### src/rtl/rof_pkg.sv
package rof_pkg;

    // Registered state of the flag core
    typedef struct packed {
        logic flag;   // readable carry flag
        logic dis;    // carry-disable flip-flop
    } rof_core_t;

    localparam rof_core_t ROF_CORE_RST = '{flag: 1'b0, dis: 1'b1};

endpackage

### src/rtl/rof_rst_sync.sv
module rof_rst_sync #(
    parameter int STAGES = 2
) (
    input  logic clk,
    input  logic arst,      // active high, asynchronous assert
    output logic rst_n      // asserted at once, released after STAGES edges
);
    logic [STAGES-1:0] sync_q;
    logic [STAGES-1:0] sync_d;

    always_comb begin
        sync_d = {sync_q[STAGES-2:0], 1'b1};
    end

    always_ff @(posedge clk or posedge arst) begin
        if (arst) sync_q <= '0;
        else      sync_q <= sync_d;
    end

    assign rst_n = sync_q[STAGES-1];

    // release only after the first stage has already come out of reset
    a_r9_release_order: assert property (@(posedge clk) $rose(rst_n) |-> sync_q[0]);
endmodule

### src/rtl/rof_prescaler.sv
module rof_prescaler #(
    parameter int PRE_W = 4
) (
    input  logic clk,
    input  logic rst_n,
    input  logic clr,       // synchronous restart of the count
    output logic carry
);
    localparam logic [PRE_W-1:0] CNT_MAX = {PRE_W{1'b1}};

    logic [PRE_W-1:0] cnt_q;
    logic [PRE_W-1:0] cnt_d;

    always_comb begin
        if (clr) cnt_d = '0;
        else     cnt_d = cnt_q + 1'b1;
    end

    always_ff @(posedge clk or negedge rst_n) begin
        if (!rst_n) cnt_q <= '0;
        else        cnt_q <= cnt_d;
    end

    assign carry = (cnt_q == CNT_MAX);

    // the carry pulse lasts exactly one cycle
    a_r9_one_cycle_pulse: assert property (@(posedge clk) disable iff (!rst_n)
        carry |=> !carry);
    // the count wraps to zero after the pulse
    a_r9_wrap_zero: assert property (@(posedge clk) disable iff (!rst_n)
        carry |=> (cnt_q == '0));
    // a restart returns the count to zero
    a_r8_restart: assert property (@(posedge clk) disable iff (!rst_n)
        clr |=> (cnt_q == '0));
endmodule

### src/rtl/rof_flag_core.sv
module rof_flag_core
    import rof_pkg::*;
(
    input  logic clk,
    input  logic rst_n,
    input  logic carry,
    input  logic rd,
    output logic flag
);
    rof_core_t st_q;
    rof_core_t st_d;

    always_comb begin
        st_d = st_q;
        if (rd)
            st_d.dis = 1'b0;
        if (carry && !st_q.dis)
            st_d.flag = 1'b1;        // a set outranks the clearing read
        else if (rd)
            st_d.flag = 1'b0;
    end

    always_ff @(posedge clk or negedge rst_n) begin
        if (!rst_n) st_q <= ROF_CORE_RST;
        else        st_q <= st_d;
    end

    assign flag = st_q.flag;

    // a set disable flip-flop keeps a clear flag clear
    a_r2_blocked: assert property (@(posedge clk) disable iff (!rst_n)
        (st_q.dis && !st_q.flag) |=> !st_q.flag);
    // a read releases the disable flip-flop
    a_r3_read_enables: assert property (@(posedge clk) disable iff (!rst_n)
        rd |=> !st_q.dis);
    // a read with no carry leaves the flag clear
    a_r6_read_clears: assert property (@(posedge clk) disable iff (!rst_n)
        (rd && !carry) |=> !st_q.flag);
    // an enabled carry always lands, even beside a read
    a_r7_set_wins: assert property (@(posedge clk) disable iff (!rst_n)
        (carry && !st_q.dis) |=> st_q.flag);
endmodule

### src/rtl/reset_origin_flag.sv
module reset_origin_flag #(
    parameter int PRE_W     = 4,
    parameter int SYNC_STGS = 2
) (
    input  logic clk,
    input  logic por_clear,
    input  logic ext_reset,
    input  logic ce_reset,
    input  logic flag_rd,
    output logic carry_flag
);
    logic hard_rst;
    logic rst_n;
    logic carry_w;

    assign hard_rst = por_clear | ext_reset;

    rof_rst_sync #(.STAGES(SYNC_STGS)) u_sync (
        .clk   (clk),
        .arst  (hard_rst),
        .rst_n (rst_n)
    );

    rof_prescaler #(.PRE_W(PRE_W)) u_pre (
        .clk   (clk),
        .rst_n (rst_n),
        .clr   (ce_reset),
        .carry (carry_w)
    );

    rof_flag_core u_core (
        .clk   (clk),
        .rst_n (rst_n),
        .carry (carry_w),
        .rd    (flag_rd),
        .flag  (carry_flag)
    );

    // a hard reset forces the flag low at once
    a_r1_hard_clear: assert property (@(posedge clk) hard_rst |-> !carry_flag);
    // a chip-enable reset with no read or carry leaves the flag alone
    a_r8_ce_keeps_flag: assert property (@(posedge clk) disable iff (!rst_n)
        (ce_reset && !flag_rd && !carry_w) |=> $stable(carry_flag));
endmodule

### config.mk
export PLATFORM = sky130hd
export DESIGN_NAME = reset_origin_flag
export DESIGN_NICKNAME = d
export VERILOG_FILES = /design/src/rtl/rof_pkg.sv /design/src/rtl/rof_rst_sync.sv /design/src/rtl/rof_prescaler.sv /design/src/rtl/rof_flag_core.sv /design/src/rtl/reset_origin_flag.sv
export SDC_FILE = /design/constraint.sdc
export NUM_CORES = 1
export LEC_CHECK = 0
export ABC_AREA = 1
export BUFFER_PORTS_ARGS = -buffer_cell sky130_fd_sc_hd__buf_4
export CAP_MARGIN = 20
export CELL_PAD_IN_SITES_DETAIL_PLACEMENT = 1
export CELL_PAD_IN_SITES_GLOBAL_PLACEMENT = 2
export CORE_AREA = 2 2 39 41
export DETAILED_ROUTE_END_ITERATION = 8
export DIE_AREA = 0 0 41 43
export PLACE_DENSITY = 0.53
export SYNTH_ARGS = -nofsm -noshare
export SYNTH_HDL_FRONTEND = slang
export SYNTH_SLANG_ARGS = --single-unit
### constraint.sdc
create_clock -name clk -period 1.2 [get_ports clk]
set_input_delay 0.24 -clock clk [delete_from_list [all_inputs] [get_ports clk]]
set_output_delay 0.24 -clock clk [all_outputs]
set_load 0.02 [all_outputs]
* After elaboration in Yosys (flattened, before gate mapping) *
Cells that the tools add are included.

storage, ports and cells
  memories = 0
  memory bits (writable) = 0
  latch bits = 0
  output and inout bits = 1
  register bits = 8
  word-level logic and storage cells = 13
  bits in read-only memories = 0

cells by class
  reductions and logical operators = 3
  $add $sub $neg = 1
  equality and inequality tests = 1
  $mul = 0
  shifts and indexed selects = 0
  bitwise logic cells = 1
  order comparisons = 0
  divide/modulo/power cells = 0
  muxes and demuxes = 3

operators by type and width
  kind                                                           count
  4-bit by 1-bit adder with 4-bit output, second input constant  1
  4-bit == test, second input constant                           1
  4-bit two-way mux                                              1
  1-bit two-way mux                                              2
  2-bit nonzero test                                             1
  1-bit logical AND                                              1
  1-bit logical NOT                                              1
  1-bit bitwise OR                                               1

* Depth between registers and ports, before layout *
  word-level depth = 3
  depth in mapped cells = 5
  mapped depth without buffers = 5

* Cells and area by module *
From an unflattened synthesis, not the netlist that was laid out.

second synthesis, totals
  cells, all modules = 35
  area total of the unflattened synthesis = 317.8 µm²

modules (own cells, without submodules)
  module             area an instance (µm²)  sequential area each (µm²)  cells each  instances
  rof_prescaler      175.2                   100.1                       20          1
  rof_flag_core      73.8                    51.3                        8           1
  rof_rst_sync       57.6                    50.0                        4           1
  reset_origin_flag  11.3                    0.0                         3           1

* Worst setup path before layout *
OpenSTA, ideal clock, no wires.

  kind = reg2reg
  start = register u_pre.cnt_q[0]
  end = register u_core.st_q (netlist bit u_core.flag)
  period minus slack after synthesis = 0.902 ns
  arrival = 0.776 ns
  buffers on the path = 0
  path slack = 0.298 ns
  cell stages (with the launch flop) = 6
  required time = 1.074 ns
  cell sequence = dfrtp_1 > ha_1 > nand2_1 > inv_1 > nand3_1 > o21ai_0

between the ends
  longest elaborated chain between the ends = 3

RTL lines
  element                                                         line                 RTL
  start, declared                                                 rof_prescaler.sv:11  logic [PRE_W-1:0] cnt_q;
  start signal, assigned                                          rof_prescaler.sv:21  else cnt_q <= cnt_d;
  4-bit == test *                                                 rof_prescaler.sv:24  assign carry = (cnt_q == CNT_MAX);
  1-bit logical AND *                                             rof_flag_core.sv:17  if (carry && !st_q.dis)
  1-bit two-way mux / 2-bit nonzero test (equally long branches)  --
  end signal, assigned                                            rof_flag_core.sv:25  else st_q <= st_d;
  end, declared                                                   rof_flag_core.sv:10  rof_core_t st_q;

Mark *: on every way between the ends. The rest lies on a longest branch, timed or not.
A chain may end at the register's enable or synchronous reset.

==> flow_summary.ini <==
[status]
status = finished clean

[layout]
layout_common_cells = nor2_1 (7), dfrtp_1 (7), inv_1 (6), buf_4 (5)
drive_above_1_share = 0.220
final_nets = 48
fin_area_sq_um = 402
multi_input_area_sq_um = 73.8
syn2layout_area_growth_pct = 34.9
final_core_util = 0.290
layout.filler_cells = 164
stdcell_count = 57
regArea_sq_um = 201
antenna_cells = 0

[timing]
hold_viol_final = 0
period_share = 0.931
min_period_ns = 1.12
finalClockSkew_ns = 0.00285
fmax_mhz = 895
fin_tns_setup_ns = 0
rsz0062_at_grt = no
drv_slew = 0
fin_hold_ws_ns = 0.0958
fin_ws_ns = 0.0833
setup_violations = 0

[worst_setup_path]
slowest_stage = dlygate4sd3_1
worst_ep_arrival_time_ns = 1.58
crit_type = in2async
cp-start-kind = input pin
crit_chain = dlygate4sd3_1 > buf_4 > nor2_1 > dlygate4sd3_1
crit_top_cell = dlygate4sd3_1
slowest_delay_ns = 0.59
critical_path_peak_fanout = 2
critPathRequiredTime_ns = 1.66
end_kind = asynchronous set/reset pin

[route]
route.detailed.drc = 0
drtPass1Iterations = 2
via_count = 222
vias_per_cell = 3.89
drtAntennaViolNets = 0
initialDrtViolationCount = 2
wl_microns = 535
wl_per_cell_microns = 9.39

[clocking]
cts_max_path_buffers = 2
cts_buffers = 3
clkTransAtPathRegs_ns = 0.06
htreeDepth = 1
clock_latency_ns = 0.25
cts_tree = built
cts_num_sinks = 8
cts-root-buf = clkbuf_4

[place]
gp_congestion = 0.753
dp_cells = 51
dpl.hpwl_microns = 428
io_buffers = 5
dpl-instance-area_sq_um = 355
place_ws_ns = 0.176

[floorplanning]
num_rows = 14
die_x_microns = 41
io_pins = 6
die-area_sq_mm = 0.00176
die_y_microns = 43
core_area_sq_mm = 0.00138
initial_core_util = 0.215

[logic_synthesis]
syn-instance-count = 30
yosys_warnings = 0
syn_nets = 36
seq_area_frac_synth = 0.676
syn_area_sq_um = 298
ys_ff_latch = 8
synth.avg_cell_area_sq_um = 9.93
yosys.cell_types.count = 9

[power_and_ir_drop]
powerDensity_mw_per_mm2 = 1350
leakagePower_nw = 0.212
p_total_mw = 0.542
ir_drop_mv = 0.463

[grt]
grt_pass1_wl_microns = 959
grt_pass1_vias = 257
antenna_found_initial = 0
grt_max_degree = 7
overflow = 0
grt_usage = 0.0853

[job]
timing.max_cap.violations = 0

[worst_hold_path]
hp-class = reg2async
synthesized netlist by cell type:
cell	number	area (sq um)
conb_1	1	3.75
dfrtp_1	7	175
dfstp_2	1	26.3
ha_1	1	12.5
inv_1	6	22.5
nand2_1	3	11.3
nand3_1	2	10.0
nor2_1	7	26.3
o21ai_0	2	10.0
timing repair:
item                                    CTS  global route
hold buffers                              2             0
endpoints found under the hold margin     2             0
setup buffers                             0             0
endpoints found under the setup margin    0             0
gates resized for setup                   0             0
critical path: cells and delay by family:
kind / cells / cell delay (ns)
buffers and inverters: 3 / 1.26
and+or+nand+nor: 1 / 0.08
cells by family (layout without fill, tap and decap cells):
| kind of cell | Yosys count | count (layout) | share of synthesized area |
|---|---|---|---|
| and+or+nand+nor | 12 | 12 | 0.160 |
| DFF | 8 | 8 | 0.676 |
| buffers and inverters | 6 | 17 | 0.0756 |
| AOI/OAI and AO/OA | 2 | 2 | 0.0336 |
| adders and majority gates | 1 | 1 | 0.0420 |
| other | 1 | 1 | 0.0126 |
routing by layer:
| metal | part of all wire | track usage | vias up |
|---|---|---|---|
| li1 | - | - | 110 |
| met1 | 0.37 | 0.0867 | 107 |
| met2 | 0.57 | 0.134 | 5 |
| met3 | 0.049 | 0.0314 | 0 |
| met4 | 0 | 0.0600 | 0 |
| met5 | 0 | 0 | - |
where the power goes:
part / internal, mW / switching (mW)
clock network: 0.127 / 0.0921
registers: 0.282 / 0.00959
logic: 0.0186 / 0.0128
total: 0.427 / 0.114
registers in the layout, indices dropped and copies added (netlist names):
signal / flops
u_core.st_q: 1
u_pre.cnt_q: 4
u_core.flag: 1
u_sync.sync_q: 2
final timing paths:
kind / startpoint / end / slack (ns) / depth (start not counted)
max in group clk: u_core.flag / carry_flag / 0.17 / 1
max: por_clear / u_sync.sync_q[1] / 0.08 / 4
min: u_sync.sync_q[1] / u_pre.cnt_q[1] / 0.1 / 0
min in group clk: flag_rd / u_core.st_q[0] / 0.11 / 2
max reg2reg: u_pre.cnt_q[0] / u_core.flag / 0.18 / 5
min reg2reg: u_sync.sync_q[1] / u_pre.cnt_q[1] / 0.1 / 0
cell type report:
type | count | area share
inverters | 6 | 0.0561
well taps | 16 | 0.0498
clock buffers | 4 | 0.0654
flip-flops and latches | 8 | 0.502
multi-input cells | 16 | 0.184
repair buffers | 7 | 0.143
Power figures use the tool's default switching activity.
